==> config.mk <==
export PLATFORM = sky130hd
export DESIGN_NAME = encoder_pair_timer
export DESIGN_NICKNAME = d
export VERILOG_FILES = /design/src/rtl/enc_pkg.sv /design/src/rtl/enc_sync.sv /design/src/rtl/enc_phase_decode.sv /design/src/rtl/enc_next_count.sv /design/src/rtl/encoder_pair_timer.sv
export SDC_FILE = /design/constraint.sdc
export NUM_CORES = 1
export LEC_CHECK = 0
export BUFFER_PORTS_ARGS = -buffer_cell sky130_fd_sc_hd__buf_2
export CAP_MARGIN = 20
export CORE_MARGIN = 2
export CORE_UTILIZATION = 62
export DETAILED_ROUTE_END_ITERATION = 7
export GPL_TIMING_DRIVEN = 1
export PLACE_DENSITY = 0.79
export SYNTH_ARGS = -nofsm -noshare
export SYNTH_HDL_FRONTEND = slang
export SYNTH_SLANG_ARGS = --single-unit
==> constraint.sdc <==
create_clock -name clk -period 5.5 [get_ports clk]
set_input_delay 0.275 -clock clk [delete_from_list [all_inputs] [get_ports clk]]
set_output_delay 0.275 -clock clk [all_outputs]
set_load 0.01 [all_outputs]
==> src/rtl/enc_pkg.sv <==
package enc_pkg;

    // Register offsets
    localparam int unsigned ADDR_W     = 4;
    localparam int unsigned MODE_W     = 8;
    localparam logic [ADDR_W-1:0] ADR_MODE0  = 4'h0;
    localparam logic [ADDR_W-1:0] ADR_MODE1  = 4'h1;
    localparam logic [ADDR_W-1:0] ADR_CNT0   = 4'h2;
    localparam logic [ADDR_W-1:0] ADR_CNT1   = 4'h3;
    localparam logic [ADDR_W-1:0] ADR_CEIL0  = 4'h4;
    localparam logic [ADDR_W-1:0] ADR_CEIL1  = 4'h5;
    localparam logic [ADDR_W-1:0] ADR_STAT0  = 4'h6;
    localparam logic [ADDR_W-1:0] ADR_STAT1  = 4'h7;
    localparam logic [ADDR_W-1:0] ADR_SHARED = 4'h8;
    localparam logic [ADDR_W-1:0] ADR_LCNT   = 4'h9;
    localparam logic [ADDR_W-1:0] ADR_LCEIL  = 4'hA;

    // Shared control bit positions
    localparam int unsigned SH_JOIN_BIT = 0;
    localparam int unsigned SH_PAIR_BIT = 1;

    // Decode mode codes (low nibble of a mode register)
    typedef enum logic [3:0] {
        MODE_QUAD      = 4'd4,
        MODE_PULSE_DIR = 4'd5,
        MODE_RSVD_LO   = 4'd6,
        MODE_B_ONLY    = 4'd7,
        MODE_RSVD_HI   = 4'd9
    } dec_mode_e;

    localparam logic [MODE_W-1:0] MODE_RESET = 8'h04;

    // One phase pair: first and second phase
    typedef struct packed {
        logic first;
        logic second;
    } pair_t;

    // Decoder result
    typedef struct packed {
        logic step;
        logic up;
    } stepdir_t;

    // Quadrature direction: up when the first phase now differs from
    // the previous second phase.
    function automatic logic quad_up(input pair_t cur, input pair_t prev);
        return cur.first ^ prev.second;
    endfunction

    function automatic logic [MODE_W-1:0] status_byte(input logic dir_up);
        return {dir_up, 7'b0};
    endfunction

endpackage

==> src/rtl/enc_sync.sv <==
module enc_sync #(
    parameter int unsigned N      = 4,
    parameter int unsigned STAGES = 2
) (
    input  logic         clk,
    input  logic         rst,
    input  logic [N-1:0] din,
    output logic [N-1:0] cur,
    output logic [N-1:0] prev
);

    genvar g;
    for (g = 0; g < STAGES; g++) begin : g_stage
        logic [N-1:0] q;
        if (g == 0) begin : g_head
            always_ff @(posedge clk) begin
                if (rst) q <= '0;
                else     q <= din;
            end
        end else begin : g_tail
            always_ff @(posedge clk) begin
                if (rst) q <= '0;
                else     q <= g_stage[g-1].q;
            end
        end
    end

    logic [N-1:0] prev_q;

    always_ff @(posedge clk) begin
        if (rst) prev_q <= '0;
        else     prev_q <= g_stage[STAGES-1].q;
    end

    assign cur  = g_stage[STAGES-1].q;
    assign prev = prev_q;

endmodule

==> src/rtl/enc_phase_decode.sv <==
module enc_phase_decode
    import enc_pkg::*;
(
    input  logic [3:0] mode,
    input  pair_t      cur,
    input  pair_t      prev,
    output stepdir_t   sd
);

    logic moved_first;
    logic moved_second;

    always_comb begin
        moved_first  = cur.first  ^ prev.first;
        moved_second = cur.second ^ prev.second;
        sd           = '0;
        case (mode)
            MODE_QUAD: begin
                sd.step = moved_first ^ moved_second;
                sd.up   = quad_up(cur, prev);
            end
            MODE_PULSE_DIR: begin
                sd.step = cur.first & ~prev.first;
                sd.up   = cur.second;
            end
            MODE_B_ONLY: begin
                sd.step = moved_second & ~moved_first;
                sd.up   = quad_up(cur, prev);
            end
            default: sd = '0;
        endcase
    end

endmodule

==> src/rtl/enc_next_count.sv <==
module enc_next_count #(
    parameter int unsigned W = 16
) (
    input  logic [W-1:0] cnt,
    input  logic [W-1:0] ceil,
    input  logic         step,
    input  logic         up,
    output logic [W-1:0] nxt
);

    localparam logic [W-1:0] ONE = W'(1);

    always_comb begin
        if (!step)            nxt = cnt;
        else if (up)          nxt = (cnt == ceil) ? '0 : cnt + ONE;
        else                  nxt = (cnt == '0) ? ceil : cnt - ONE;
    end

endmodule

==> src/rtl/encoder_pair_timer.sv <==
module encoder_pair_timer
    import enc_pkg::*;
#(
    parameter int unsigned CNT_W       = 16,
    parameter int unsigned SYNC_STAGES = 2
) (
    input  logic                clk,
    input  logic                rst,
    input  logic                phase_a,
    input  logic                phase_b,
    input  logic                phase_c,
    input  logic                phase_d,
    input  logic                reg_wr_en,
    input  logic [ADDR_W-1:0]   reg_addr,
    input  logic [2*CNT_W-1:0]  reg_wdata,
    output logic [2*CNT_W-1:0]  reg_rdata
);

    localparam int unsigned LONG_W = 2 * CNT_W;
    localparam int unsigned N_DEC  = 2;

    // Synchronised phases: bit0 A, bit1 B, bit2 C, bit3 D
    logic [3:0] cur_bits;
    logic [3:0] prev_bits;

    enc_sync #(.N(4), .STAGES(SYNC_STAGES)) u_sync (
        .clk  (clk),
        .rst  (rst),
        .din  ({phase_d, phase_c, phase_b, phase_a}),
        .cur  (cur_bits),
        .prev (prev_bits)
    );

    // Architectural state
    logic [MODE_W-1:0] mode0_q, mode1_q;
    logic [CNT_W-1:0]  cnt0_q, cnt1_q;
    logic [CNT_W-1:0]  ceil0_q, ceil1_q;
    logic [LONG_W-1:0] lceil_q;
    logic [1:0]        shared_q;
    logic              dir0_q, dir1_q;

    logic joined;
    logic pair_cd;
    assign joined  = shared_q[SH_JOIN_BIT];
    assign pair_cd = shared_q[SH_PAIR_BIT];

    // Pair routing
    pair_t ab_cur, ab_prev, cd_cur, cd_prev, sel_cur, sel_prev;
    assign ab_cur   = '{first: cur_bits[0],  second: cur_bits[1]};
    assign ab_prev  = '{first: prev_bits[0], second: prev_bits[1]};
    assign cd_cur   = '{first: cur_bits[2],  second: cur_bits[3]};
    assign cd_prev  = '{first: prev_bits[2], second: prev_bits[3]};
    assign sel_cur  = pair_cd ? cd_cur  : ab_cur;
    assign sel_prev = pair_cd ? cd_prev : ab_prev;

    pair_t      dec_cur  [N_DEC];
    pair_t      dec_prev [N_DEC];
    logic [3:0] dec_mode [N_DEC];
    stepdir_t   dec_sd   [N_DEC];

    // Decoder 0 serves the first counter or the joined counter
    assign dec_cur[0]  = joined ? sel_cur  : ab_cur;
    assign dec_prev[0] = joined ? sel_prev : ab_prev;
    assign dec_mode[0] = mode0_q[3:0];
    assign dec_cur[1]  = sel_cur;
    assign dec_prev[1] = sel_prev;
    assign dec_mode[1] = mode1_q[3:0];

    genvar gd;
    for (gd = 0; gd < N_DEC; gd++) begin : g_dec
        enc_phase_decode u_dec (
            .mode (dec_mode[gd]),
            .cur  (dec_cur[gd]),
            .prev (dec_prev[gd]),
            .sd   (dec_sd[gd])
        );
    end

    // Next-count paths: two halves and the joined value
    logic [CNT_W-1:0]  nxt0, nxt1;
    logic [LONG_W-1:0] nxt_long;

    enc_next_count #(.W(CNT_W)) u_next0 (
        .cnt  (cnt0_q),
        .ceil (ceil0_q),
        .step (dec_sd[0].step),
        .up   (dec_sd[0].up),
        .nxt  (nxt0)
    );

    enc_next_count #(.W(CNT_W)) u_next1 (
        .cnt  (cnt1_q),
        .ceil (ceil1_q),
        .step (dec_sd[1].step),
        .up   (dec_sd[1].up),
        .nxt  (nxt1)
    );

    enc_next_count #(.W(LONG_W)) u_next_long (
        .cnt  ({cnt1_q, cnt0_q}),
        .ceil (lceil_q),
        .step (dec_sd[0].step),
        .up   (dec_sd[0].up),
        .nxt  (nxt_long)
    );

    // Write decode
    logic wr_mode0, wr_mode1, wr_cnt0, wr_cnt1, wr_ceil0, wr_ceil1;
    logic wr_shared, wr_lcnt, wr_lceil;

    always_comb begin
        wr_mode0  = reg_wr_en && (reg_addr == ADR_MODE0);
        wr_mode1  = reg_wr_en && (reg_addr == ADR_MODE1);
        wr_cnt0   = reg_wr_en && (reg_addr == ADR_CNT0);
        wr_cnt1   = reg_wr_en && (reg_addr == ADR_CNT1);
        wr_ceil0  = reg_wr_en && (reg_addr == ADR_CEIL0);
        wr_ceil1  = reg_wr_en && (reg_addr == ADR_CEIL1);
        wr_shared = reg_wr_en && (reg_addr == ADR_SHARED);
        wr_lcnt   = reg_wr_en && (reg_addr == ADR_LCNT);
        wr_lceil  = reg_wr_en && (reg_addr == ADR_LCEIL);
    end

    // Configuration registers
    always_ff @(posedge clk) begin
        if (rst) begin
            mode0_q  <= MODE_RESET;
            mode1_q  <= MODE_RESET;
            ceil0_q  <= '1;
            ceil1_q  <= '1;
            lceil_q  <= '1;
            shared_q <= '0;
        end else begin
            if (wr_mode0)  mode0_q  <= reg_wdata[MODE_W-1:0];
            if (wr_mode1)  mode1_q  <= reg_wdata[MODE_W-1:0];
            if (wr_ceil0)  ceil0_q  <= reg_wdata[CNT_W-1:0];
            if (wr_ceil1)  ceil1_q  <= reg_wdata[CNT_W-1:0];
            if (wr_lceil)  lceil_q  <= reg_wdata;
            if (wr_shared) shared_q <= reg_wdata[1:0];
        end
    end

    // Counts: decoded step first, software write overrides it
    always_ff @(posedge clk) begin
        if (rst) begin
            cnt0_q <= '0;
            cnt1_q <= '0;
        end else begin
            if (joined) begin
                cnt0_q <= nxt_long[CNT_W-1:0];
                cnt1_q <= nxt_long[LONG_W-1:CNT_W];
            end else begin
                cnt0_q <= nxt0;
                cnt1_q <= nxt1;
            end
            if (wr_cnt0) cnt0_q <= reg_wdata[CNT_W-1:0];
            if (wr_cnt1) cnt1_q <= reg_wdata[CNT_W-1:0];
            if (wr_lcnt) begin
                cnt0_q <= reg_wdata[CNT_W-1:0];
                cnt1_q <= reg_wdata[LONG_W-1:CNT_W];
            end
        end
    end

    // Direction flags follow every step, written or not
    always_ff @(posedge clk) begin
        if (rst) begin
            dir0_q <= 1'b1;
            dir1_q <= 1'b1;
        end else begin
            if (dec_sd[0].step)            dir0_q <= dec_sd[0].up;
            if (!joined && dec_sd[1].step) dir1_q <= dec_sd[1].up;
        end
    end

    // Read mux
    always_comb begin
        reg_rdata = '0;
        case (reg_addr)
            ADR_MODE0:  reg_rdata = LONG_W'(mode0_q);
            ADR_MODE1:  reg_rdata = LONG_W'(mode1_q);
            ADR_CNT0:   reg_rdata = LONG_W'(cnt0_q);
            ADR_CNT1:   reg_rdata = LONG_W'(cnt1_q);
            ADR_CEIL0:  reg_rdata = LONG_W'(ceil0_q);
            ADR_CEIL1:  reg_rdata = LONG_W'(ceil1_q);
            ADR_STAT0:  reg_rdata = LONG_W'(status_byte(dir0_q));
            ADR_STAT1:  reg_rdata = LONG_W'(status_byte(dir1_q));
            ADR_SHARED: reg_rdata = LONG_W'(shared_q);
            ADR_LCNT:   reg_rdata = {cnt1_q, cnt0_q};
            ADR_LCEIL:  reg_rdata = lceil_q;
            default:    reg_rdata = '0;
        endcase
    end

endmodule

Word level (Yosys, flattened, before mapping). Cells that the tools add are included.

Flip-flop bits (word level): 128. Output and inout port bits: 32.

Multiplexer cells: 25. Equal/unequal tests: 20. Bitwise gates (word level): 16. Reduce and logical (&&, ||, !) cells: 18. Add/subtract/negate cells: 6.

Operators with widths (count): 32-bit one-hot mux with 11 select lines (1); 16-bit two-way mux (14); 32-bit two-way mux (4); 4-bit by 3-bit == test with 1-bit output, second input constant (10); 16-bit by 1-bit adder with 16-bit output, second input constant (2); 32-bit by 1-bit adder with 32-bit output, second input constant (1); 16-bit == test (2); 32-bit == test (1); 16-bit logical NOT (2); 32-bit logical NOT (1); 16-bit by 1-bit subtractor with 16-bit output, second input constant (2); 32-bit by 1-bit subtractor with 32-bit output, second input constant (1); 4-bit == test, second input constant (3); 2-bit one-hot mux with 3 select lines (2); 1-bit logical AND (10); 4-bit by 2-bit == test with 1-bit output, second input constant (2); 2-bit two-way mux (4); 1-bit bitwise XOR (8); 1-bit AND (4); 4-bit by 1-bit == test with 1-bit output, second input constant (1); 4-bit logical NOT (1); 4-bit by 1-bit inequality test with 1-bit output, second input constant (1); 1-bit inverter (4); 4-bit nonzero test (1); other kinds (3) (3).

Depth between registers and ports, before layout. Gate-level depths: netlist of the first run.

Word-level depth: 11. Mapped depth: 16.

Hierarchy. From an unflattened synthesis of the first run, not the netlist that was laid out.

Cells, all modules: 1596. Area total of the unflattened synthesis: 11950.2 um^2.

Modules (own cells, without submodules): encoder_pair_timer (instances 1, sequential area each 2322.2 um^2, area each 5913.2 um^2, cells an instance 697); enc_next_count at u_next_long (instances 1, sequential area each 0.0 um^2, area each 2703.8 um^2, cells an instance 439); enc_next_count at u_next1 (instances 1, sequential area each 0.0 um^2, area each 1373.8 um^2, cells an instance 206); enc_next_count at u_next0 (instances 1, sequential area each 0.0 um^2, area each 1367.6 um^2, cells an instance 201); enc_sync (instances 1, sequential area each 240.2 um^2, area each 366.6 um^2, cells an instance 25); enc_phase_decode (instances 2, sequential area each 0.0 um^2, area each 112.6 um^2, cells an instance 14).

Least setup slack after synthesis of the first run. No wires, ideal clock.

Path kind: register to register. Start: register shared_q[0]. End: register cnt1_q[12]. Required time: 5.383 ns. Stages on the path, launching flop included: 16. Library setup time: 0.117 ns. Path slack: 1.692 ns. Arrival time: 3.690 ns. Buffers on the path: 5. Cell sequence: dfxtp_1 > clkbuf_1 > clkbuf_1 > buf_1 > buf_1 > nor2_1 > nor2_1 > ha_1 > ha_1 > mux2_2 > o211a_1 > a211o_1 > nand2_1 > clkbuf_1 > nor2_1 > a32o_1.

Word-level cells in the longest chain between the ends: 8.

RTL lines: from (decl) (line encoder_pair_timer.sv:39) `logic [1:0] shared_q;`; from (signal assigned) (line encoder_pair_timer.sv:138) `if (wr_shared) shared_q <= reg_wdata[1:0];`; 2-bit two-way mux, on equally long branches (line encoder_pair_timer.sv:62, encoder_pair_timer.sv:63); 1-bit bitwise XOR (line enc_pkg.sv:48) `return cur.first ^ prev.second;`; 2-bit one-hot mux with 3 select lines (line enc_phase_decode.sv:17) `case (mode)`; 32-bit two-way mux (line enc_next_count.sv:15) `else if (up) nxt = (cnt == ceil) ? '0 : cnt + ONE;`; 32-bit two-way mux (line enc_next_count.sv:14) `if (!step) nxt = cnt;`; 16-bit two-way mux (line encoder_pair_timer.sv:148) `if (joined) begin`; 16-bit two-way mux (line encoder_pair_timer.sv:156) `if (wr_cnt1) cnt1_q <= reg_wdata[CNT_W-1:0];`; 16-bit two-way mux (line encoder_pair_timer.sv:157) `if (wr_lcnt) begin`; to (signal assigned) (line encoder_pair_timer.sv:150) `cnt1_q <= nxt_long[LONG_W-1:CNT_W];`; to (signal assigned) (line encoder_pair_timer.sv:156); to (signal assigned) (line encoder_pair_timer.sv:159) `cnt1_q <= reg_wdata[LONG_W-1:CNT_W];`; to (decl) (line encoder_pair_timer.sv:36) `logic [CNT_W-1:0] cnt0_q, cnt1_q;`.

Parallel ways exist; a longest one is shown, timed or not. The select of a mux whose other input is x is not followed. A chain may end at the register's enable or synchronous reset.

Worst setup path after layout of the first run.
Start: register shared_q[0]. End: register cnt1_q[9].

The elaborated chain is that of the path after synthesis.

==> summary.txt, run 1 <==
Timing
  • Worst slew pin tran: 1220 ps
  • Final Cycle Share: 0.739
  • Rel. slew slack: 0.186
  • Clock Skew: 10.1 ps
  • Fin crit period: 4070 ps
  • Final Hold Fails: 0
  • Final slew viol count: 0
  • Total Neg Setup Slack: 0 ps
  • RSZ-0062 raised after global routing: false
  • FMAX: 246 MHz
  • # setup viols final: 0

Logic synthesis
  • Seq/Total Area, Yosys: 0.263
  • Top_reg_cell synth: dfxtp_1
  • Synthesized area: 9730 um2
  • Syn_area_per_cell: 7.18 um2
  • Post-synth ARST share: 0
  • Synthesized Nets: 1408
  • EDFF count, synth: 0
  • Synth warn: 0
  • Post-Syn Instances: 1356
  • Register bit total from synthesis: 128
  • Unique masters post-synth: 75

Worst hold path
  • HP Class: input pin to flop
  • Worst Hold End: u_sync.g_stage[0].q[1]
  • Hold path start: phase_b
  • Hold path depth: 2

Setup path
  • Critical path capture point type: flop
  • Crit start category: flop
  • Crit path DAT: 4440 ps
  • Flop2flop setup slack: 1430 ps
  • Critical Path RT: 5880 ps
  • Worst R2R Path Depth: 12
  • Worst-path maximum fanout: 17
  • RR Startpoint: shared_q[0]
  • Crit Path Category: flop to flop
  • RR Endpoint: cnt1_q[9]

GRT
  • GRT Total Usage: 0.469
  • GR Util met2: 0.667
  • Largest net degree at the start of global routing: 45
  • M3 GR Usage: 0.107
  • Number of global-route vias before repair: 10082
  • Global-route wire length before repair: 59100 um
  • M1 GR Usage: 0.637
  • Gr ovfl total: 0
  • Grt peak-use layer: met2
  • Initial antenna violation count: 0

Floorplan
  • CORE AREA: 15300 um2
  • Cell Rows: 45
  • Ports: 75
  • Die height: 129 um
  • Die area: 16700 um2
  • Initial core utilization: 0.638
  • Die X-Extent: 129 um

Drt
  • Total wire length: 39400 um
  • Pre-antenna DRT Iters: 6
  • Vias: 11202
  • DR WL/cell: 25.1 um
  • DR vias/cell: 7.14
  • Initial detailed-routing violation count: 1859
  • Post-DRT Antenna Nets: 0
  • DR DRC count: 0

Finish
  • Synth-to-layout area growth: 9.49%
  • Final nets: 1396
  • Commonest non-fill, non-tap cells in the layout: nand2_1, dfxtp_1, nand3_1
  • Commonest non-fill, non-tap cell in the layout: nand2_1
  • # fillers: 1369
  • FF/Latch Area: 2560 um2
  • Final instance area: 10700 um2
  • Share of cells above drive strength 1: 0.118
  • Diode count: 0
  • Area of the multi-input gates: 6590 um2

Clock network
  • Clock Latency Late Sink: 440 ps
  • TritonCTS Sinks: 128
  • CTS Hold Bufs: 0
  • Worst-case clock buffer depth: 2
  • CTS root buffer: clkbuf_16
  • CTS Buf Count: 17
  • Reg clk slew, reported paths: 70 ps
  • TritonCTS clock tree: built
  • H-tree depth: 4
  • Postcts setup bufs: 0
  • # resized after CTS: 0

Place
  • DP Wirelength: 26800 um
  • Area after DPL: 10000 um2
  • Port buffer count: 74
  • Global placement routability congestion: 1.01

Pwr
  • P_leak: 0.00415 uW
  • Peak VDD IR: 0.276 mV
  • Power Dens Cells: 360 nW/um2

Run
  • # Max-Cap Violations: 0

Outcome
  • Status: completed
==> stage by stage <==
step                      cells  total power (uW)   util  hold WS, ps  setup slack (ps)
after floorplan            1356              2200      -          399              1690
after global placement     1535              2550  0.658          415              1770
after detailed placement   1535              2560  0.658          431              1680
after CTS                  1567              3760  0.698         44.9              1510
after global routing       1568              3970  0.698         48.5              1290
final                      1568              3840  0.698         46.9              1430
==> cell usage after synthesis, types with 9 or more instances <==
cell,n,area (um2)
nand2_1,226,848
dfxtp_1,128,2560
nand3_1,117,586
clkbuf_1,98,368
nor2_1,95,357
xnor2_1,79,692
xor2_1,62,543
a21oi_1,55,275
nor3_1,39,195
a22oi_1,32,240
nor4_1,31,194
o21ai_0,31,155
o22ai_1,30,188
nand4_1,29,181
a211oi_1,20,150
a22o_1,19,166
buf_1,18,67.6
inv_1,18,67.6
nor2b_1,16,100
or3_1,16,100
a221oi_1,15,131
o221ai_1,15,131
a31oi_1,11,68.8
mux2i_1,11,110
o211ai_1,11,82.6
ha_1,9,113
nand2b_1,9,56.3
==> power breakdown <==
part           internal (uW)  leakage, uW  total (uW)  switching (uW)
Sequential               994      0.00104        1240             244
Combinational            550      0.00280        1370             824
Clock                    694     0.000306        1220             531
Total                   2240      0.00415        3840            1600
==> worst max path at each step <==
stage                     start    endpoint  slack, ps
floorplan           shared_q[0]  cnt1_q[12]       1690
global placement    shared_q[0]  cnt1_q[11]       1770
detailed placement  shared_q[0]  cnt1_q[11]       1680
CTS                 shared_q[1]  cnt1_q[14]       1510
global route        shared_q[0]  cnt1_q[13]       1290
finish              shared_q[0]   cnt1_q[9]       1430
==> area by class of cell <==
class,count,share of cell area
Clock buffer,17,0.0399
Clock inverter,15,0.0179
Inverter,19,0.00669
Multi-Input combinational cell,1080,0.619
Sequential cell,128,0.241
Tap cell,211,0.0248
Timing Repair Buffer,98,0.0513
==> sequential cells by signal, indices dropped and copies added (netlist names), 2 cells and up <==
signal and flops:
lceil_q 32, ceil0_q 16, ceil1_q 16, cnt0_q 16, cnt1_q 16, mode0_q 8, mode1_q 8, u_sync.cur 4
u_sync.g_stage.q 4, u_sync.prev 4, shared_q 2
==> worst max-delay path, stage by stage (launching register included) <==
cell and delay [ps]:
dfxtp_1 340, clkinv_1 630, nor2_1 280, nor2_1 70, ha_1 290, ha_1 170
mux2_2 280, o211a_1 340, a211oi_1 1020, a21oi_1 150, o2111ai_1 170, o221ai_1 130
nor2_1 130
==> kinds of logic (layout without fill, tap and decap cells) <==
group                    Yosys count  in the layout  share of synthesized area
AO/OA/AOI/OAI                    291            291                      0.213
XOR/XNOR                         141            141                      0.127
adder cells (fa/ha/maj)            9              9                     0.0116
buffers and inverters            148            149                     0.0620
flip-flops                       128            128                      0.263
multiplexers                      16             16                     0.0171
AND/OR/NAND/NOR                  623            623                      0.306
==> routing by layer <==
layer / part of all wire / vias up / wire length [um]
met2: 0.41 / 988 / 16100
li1: - / 4869 / -
met3: 0.15 / 215 / 5800
met1: 0.37 / 5130 / 14700
met4: 0.070 / 0 / 2750
met5: 0 / - / 0
Power figures use the tool's default switching activity.
==> run 2: changes to the inputs <==
--- a/config.mk
+++ b/config.mk
@@ -5,6 +5,7 @@
 export SDC_FILE = /design/constraint.sdc
 export NUM_CORES = 1
 export LEC_CHECK = 0
+export ABC_AREA = 1
 export BUFFER_PORTS_ARGS = -buffer_cell sky130_fd_sc_hd__buf_2
 export CAP_MARGIN = 20
 export CORE_MARGIN = 2
==> constraint.sdc (replaced) <==
create_clock -name clk -period 3.85 [get_ports clk]
set_input_delay 0.1925 -clock clk [delete_from_list [all_inputs] [get_ports clk]]
set_output_delay 0.1925 -clock clk [all_outputs]
set_load 0.01 [all_outputs]
==> summary.txt, run 2 <==
Logic synthesis
  • Seq/Total Area, Yosys: 0.239
  • Main combinational cell family by area after synthesis: simple AND/OR/NAND/NOR gates
  • Largest area contributor in the netlist: dfxtp_1
  • Cells taking the most area after synthesis: dfxtp_1, nand2_1, a21oi_1
  • Unique masters post-synth: 55
  • Synth Area in XOR/XNOR: 0.0734
  • Top_reg_cell synth: dfxtp_1
  • Synthesized Nets: 1774
  • Synth Area in Compound Gates: 0.230
  • EDFF count, synth: 0
  • Synth cell count leaders: nand2_1, a21oi_1, inv_1, nor2_1, dfxtp_1
  • Post-Synth Adder-Cell Area: 0.0105
  • Post-Syn Instances: 1722
  • Synth Area in Simple Gates: 0.330
  • Syn_area_per_cell: 6.23 um2
  • Post-synth ARST share: 0
  • Top cell type's share of synthesized area: 0.239
  • Register bit total from synthesis: 128
  • Most frequent cell after synthesis: nand2_1
  • Multiplexer area fraction after synthesis: 0.000933
  • Synthesized area: 10700 um2
  • Synth warn: 0

Setup path
  • Crit start category: flop
  • Worst R2R Path Depth: 13
  • Crit Path Category: flop to flop
  • Worst-path maximum fanout: 15
  • RR Endpoint: cnt1_q[15]
  • Critical Path RT: 4180 ps
  • RR Startpoint: cnt1_q[12]
  • Critical path capture point type: flop
  • Crit path DAT: 3810 ps
  • Flop2flop setup slack: 360 ps

Clock network
  • CTS root buffer: clkbuf_16
  • Worst-case clock buffer depth: 2
  • H-tree depth: 4
  • # resized after CTS: 0
  • TritonCTS clock tree: built
  • CTS Buf Count: 17
  • TritonCTS Sinks: 128
  • Clock Latency Late Sink: 450 ps
  • Reg clk slew, reported paths: 70 ps

GRT
  • Gr ovfl total: 0
  • Number of global-route vias before repair: 11851
  • Initial antenna violation count: 1
  • Global-route wire length before repair: 68400 um
  • Largest net degree at the start of global routing: 58
  • GRT Total Usage: 0.494

Finish
  • Area of the multi-input gates: 6920 um2
  • Commonest non-fill, non-tap cells in the layout: nand2_1, a21oi_1, inv_1
  • Share of cells above drive strength 1: 0.135
  • Synth-to-layout area growth: 8.77%
  • Top reg by flops: lceil_q
  • Max reg flops: 32
  • # fillers: 1550
  • Final nets: 1803
  • Diode count: 0
  • Commonest non-fill, non-tap cell in the layout: nand2_1
  • FF/Latch Area: 2560 um2

Place
  • DP Wirelength: 32000 um
  • Global placement routability congestion: 1.07
  • Port buffer count: 74

Drt
  • Initial detailed-routing violation count: 2170
  • Vias: 12990
  • DR vias/cell: 6.53
  • Pre-antenna DRT Iters: 7
  • DR DRC count: 0
  • Total wire length: 45500 um
  • Post-DRT Antenna Nets: 0
  • DR WL/cell: 22.9 um

Run
  • # Max-Cap Violations: 0

Timing
  • Rel. slew slack: 0.369
  • # setup viols final: 0
  • RSZ-0062 raised after global routing: false
  • Worst slew pin tran: 946 ps
  • Clock Skew: 11.1 ps
  • FMAX: 287 MHz
  • Hold Slack: -9.76 ps
  • Final Hold Fails: 2
  • Final slew viol count: 0
  • Final Cycle Share: 0.905
  • Fin crit period: 3490 ps
  • Total Neg Setup Slack: 0 ps

Floorplan
  • Initial core utilization: 0.627
  • CORE AREA: 17100 um2
  • Die area: 18400 um2
  • Die height: 136 um
  • Ports: 75
  • Cell Rows: 48
  • Die X-Extent: 136 um

Worst hold path
  • HP Class: input pin to flop
  • Worst Hold End: lceil_q[18]
  • Hold path start: reg_wdata[18]
  • Hold path depth: 3

Outcome
  • Status: finished with violations
  • Failing checks: negative hold slack

Pwr
  • Power, Total: 6100 uW
  • P_leak: 0.00541 uW
  • Peak VDD IR: 0.363 mV
  • Power Dens Cells: 523 nW/um2
-- run 2: cell types whose count changed after synthesis, sizes merged, moves of 29 or more --
| cell | change |
|---|---|
| o211ai | +39 |
| nor3 | -30 |
| nor4 | -33 |
| inv | +166 |
| a21oi | +101 |
| clkbuf | -61 |
| a22oi | -29 |
| o21ai | +100 |
| nor2 | +93 |
| xnor2 | -36 |
| nand2 | +233 |
-- run 2: where the power goes --
part	switching, uW	internal (uW)	total [uW]
Combinational	1780	881	2660
Clock	782	921	1700
Sequential	316	1420	1740
-- run 2: cells by family after synthesis --
| kind of cell | after synthesis |
|---|---|
| AO/OA/AOI/OAI | 423 |
| XOR/XNOR | 90 |
| adder cells (fa/ha/maj) | 9 |
| buffers and inverters | 281 |
| flip-flops | 128 |
| multiplexers | 1 |
| AND/OR/NAND/NOR | 790 |
-- run 2: through the flow --
stage | hold slack [ps] | cells | util | setup slack [ps] | area (um2)
detailed placement | 396 | 1945 | 0.641 | 774 | 11000
finish | -9.76 | 1989 | 0.682 | 365 | 11700
global route | 24.4 | 1989 | 0.682 | 372 | 11700
CTS | 1.02 | 1989 | 0.682 | 770 | 11700
floorplan | 299 | 1722 | - | 1180 | 10700
global placement | 391 | 1945 | 0.641 | 815 | 11000
-- run 2: repair_timing --
action / 4_1_cts / 5_1_grt
setup buffers: 0 / 0
endpoints found under the hold margin: 12 / 0
hold buffers: 12 / 0
-- run 2: worst max-delay path, cell delays in order, from the launching register on --
cell and delay (ps):
dfxtp_1 620, clkinv_1 670, nand2_1 210, nand3_1 140, nor2_1 140, nand2_1 100
nor2_1 150, nand2_1 430, nand2_1 470, o21ai_1 120, nand2_1 70, nand3_1 60
nand2_1 110, a21oi_1 80
-- run 2: worst max path at each step --
stage	from	slack, ps	depth (start not counted)	to
after floorplan	shared_q[0]	1180	12	cnt0_q[12]
after global placement	cnt1_q[0]	820	14	cnt0_q[4]
after detailed placement	cnt1_q[12]	770	13	cnt1_q[15]
after CTS	cnt1_q[12]	770	13	cnt1_q[15]
after global routing	cnt1_q[12]	370	13	cnt1_q[15]
final	cnt1_q[12]	360	13	cnt1_q[15]
-- run 2: layout make-up --
| type | instances | area share |
|---|---|---|
| clock inverter | 15 | 0.0140 |
| sequential | 128 | 0.219 |
| multi-input combinational | 1313 | 0.593 |
| inverter | 190 | 0.0613 |
| timing repair buffer | 101 | 0.0517 |
| tap | 225 | 0.0241 |
| clock buffer | 17 | 0.0364 |
-- run 2: per-layer routing --
metal | GRT usage | part of all wire | up-vias
met5 | 0 | 0.00029 | -
met4 | 0.326 | 0.086 | 2
met3 | 0.143 | 0.15 | 331
met2 | 0.731 | 0.41 | 1206
met1 | 0.624 | 0.35 | 5692
li1 | - | - | 5759
==> run 3: changes to the inputs <==
--- a/config.mk
+++ b/config.mk
@@ -6,13 +6,13 @@
 export NUM_CORES = 1
 export LEC_CHECK = 0
 export ABC_AREA = 1
-export BUFFER_PORTS_ARGS = -buffer_cell sky130_fd_sc_hd__buf_2
+export BUFFER_PORTS_ARGS = -buffer_cell sky130_fd_sc_hd__clkbuf_2
 export CAP_MARGIN = 20
-export CORE_MARGIN = 2
-export CORE_UTILIZATION = 62
+export CORE_MARGIN = 4
+export CORE_UTILIZATION = 67
 export DETAILED_ROUTE_END_ITERATION = 7
 export GPL_TIMING_DRIVEN = 1
-export PLACE_DENSITY = 0.79
+export PLACE_DENSITY = 0.84
 export SYNTH_ARGS = -nofsm -noshare
 export SYNTH_HDL_FRONTEND = slang
 export SYNTH_SLANG_ARGS = --single-unit
==> constraint.sdc (replaced) <==
create_clock -name clk -period 4.5 [get_ports clk]
set_input_delay 0.225 -clock clk [delete_from_list [all_inputs] [get_ports clk]]
set_output_delay 0.225 -clock clk [all_outputs]
set_load 0.01 [all_outputs]
==> summary.txt, run 3 (synthesis results as in run 2) <==
Outcome
  • Status: completed

Setup path
  • Crit path DAT: 3800 ps
  • Critical path capture point type: flop
  • Worst path slowest cell: dfxtp_1
  • Worst-path maximum fanout: 28
  • Worst stage delay on the critical path: 440 ps
  • Crit start category: flop
  • Critical Path RT: 4860 ps
  • Crit Path Category: flop to flop
  • Crit-path cells: buf_4 -> inv_2 -> o21ai_1 -> xor2_1 -> ha_1 -> o211ai_1 -> nand2_1 -> nand4_1 -> inv_2 -> a21oi_1 -> nand2_1 -> a21oi_1

Clock network
  • Reg clk slew, reported paths: 70 ps
  • # resized after CTS: 0
  • Clock Latency Late Sink: 440 ps
  • TritonCTS Sinks: 128
  • CTS root buffer: clkbuf_16
  • TritonCTS clock tree: built
  • Worst-case clock buffer depth: 2
  • Postcts setup bufs: 0
  • H-tree depth: 4
  • CTS Buf Count: 17

Pwr
  • Reg power frac: 0.291
  • P_leak: 0.00535 uW
  • Logic pwr share: 0.427
  • Peak VDD IR: 0.293 mV
  • Int Pwr: 2750 uW
  • Power Dens Cells: 447 nW/um2
  • Clock share of power: 0.282
  • Net switching power figure: 2420 uW
  • Switching share of power: 0.468
  • Power, Total: 5170 uW

Floorplan
  • Ports: 75
  • Die height: 135 um
  • Cell Rows: 46
  • CORE AREA: 15800 um2
  • Initial core utilization: 0.681
  • Die X-Extent: 135 um
  • Die area: 18100 um2

Finish
  • Share of cells above drive strength 1: 0.134
  • Synth-to-layout area growth: 7.64%
  • Final nets: 1790
  • Non-filler cells, final: 1967
  • Diode count: 0
  • Top reg by flops: lceil_q
  • Commonest non-fill, non-tap cells in the layout: nand2_1, a21oi_1, inv_1
  • Max reg flops: 32
  • Commonest non-fill, non-tap cell in the layout: nand2_1

GRT
  • Largest net degree at the start of global routing: 58
  • GRT Total Usage: 0.485
  • Global-route wire length before repair: 67500 um
  • Number of global-route vias before repair: 11909
  • Initial antenna violation count: 0
  • Gr ovfl total: 0

Drt
  • Met3 wire len: 6790 um
  • Initial detailed-routing violation count: 2094
  • DR vias/cell: 6.62
  • DR WL/cell: 22.7 um
  • Pre-antenna DRT Iters: 8
  • Vias: 13020
  • Top sig layer: met4
  • WL met2: 18600 um
  • Total wire length: 44600 um
  • Post-DRT Antenna Nets: 0
  • DR DRC count: 0
  • Met1 wire length: 15600 um

Place
  • Inst Count DP: 1930
  • Global placement routability congestion: 1.07
  • DP Wirelength: 31000 um
  • Port buffer count: 74

Timing
  • Worst slew pin tran: 840 ps
  • Rel. slew slack: 0.440
  • Fin crit period: 3440 ps
  • Total Neg Setup Slack: 0 ps
  • Final Cycle Share: 0.765
  • Final slew viol count: 0
  • # setup viols final: 0
  • Final Hold Fails: 0
  • Hold Slack: 12.9 ps
  • Clock Skew: 12.7 ps
  • RSZ-0062 raised after global routing: false
  • FMAX: 290 MHz

Run
  • # Max-Cap Violations: 0

Worst hold path
  • HP Class: input pin to flop
-- run 3: stage by stage --
| stage | setup WS, ps | utilization | instance area (um2) |
|---|---|---|---|
| finish | 1060 | 0.733 | 11600 |
| global route | 827 | 0.733 | 11600 |
| CTS | 1170 | 0.732 | 11500 |
| detailed placement | 1250 | 0.692 | 10900 |
| global placement | 1370 | 0.692 | 10900 |
| floorplan | 1830 | - | 10700 |
-- run 3: layout make-up --
class	instances	area, um2
clock buffer	17	425
clock inverter	15	164
fill	1312	4220
inverter	190	716
multi-input combinational	1313	6920
sequential	128	2560
tap	216	270
timing repair buffer	88	493
-- run 3: path summary, 6_finish.rpt --
kind                            cells past startpoint              startpoint             to  slack [ps]
worst min register to register                      2  u_sync.g_stage[0].q[2]  u_sync.cur[2]         420
worst min-delay path                                3           reg_wdata[16]    lceil_q[16]          10
worst max register to register                     12             shared_q[0]      cnt1_q[6]        1060
worst max-delay path                               12             shared_q[0]      cnt1_q[6]        1060
-- run 3: timing repair --
action / in CTS / in global routing
setup endpoints to repair: 0 / 0
endpoints found under the hold margin: 4 / 0
hold buffers: 4 / 0
-- run 3: layer usage --
| layer | GRT usage | vias to the layer above |
|---|---|---|
| met1 | 0.608 | 5744 |
| met2 | 0.727 | 1233 |
| li1 | - | 5726 |
| met4 | 0.314 | 0 |
| met3 | 0.140 | 317 |
| met5 | 0 | - |
-- run 3: worst max-delay path: cells and delay by family (launching register included) --
kind            cells  cell delay (ps)
xor+xnor            1              200
fa+ha+maj           1              260
compound gates      4             1030
flops               1              440
simple gates        3              590
buf+inv             3              840
-- run 3: power groups by stage --
stage | clock network, uW | registers (uW) | logic, uW
6_report | 1460 | 1510 | 2210
5_1_grt | 1480 | 1510 | 2400
4_1_cts | 1430 | 1480 | 2110
3_5_place_dp | 0 | 1510 | 2090
3_3_place_gp | 0 | 1510 | 2050
2_1_floorplan | 0 | 1280 | 1810
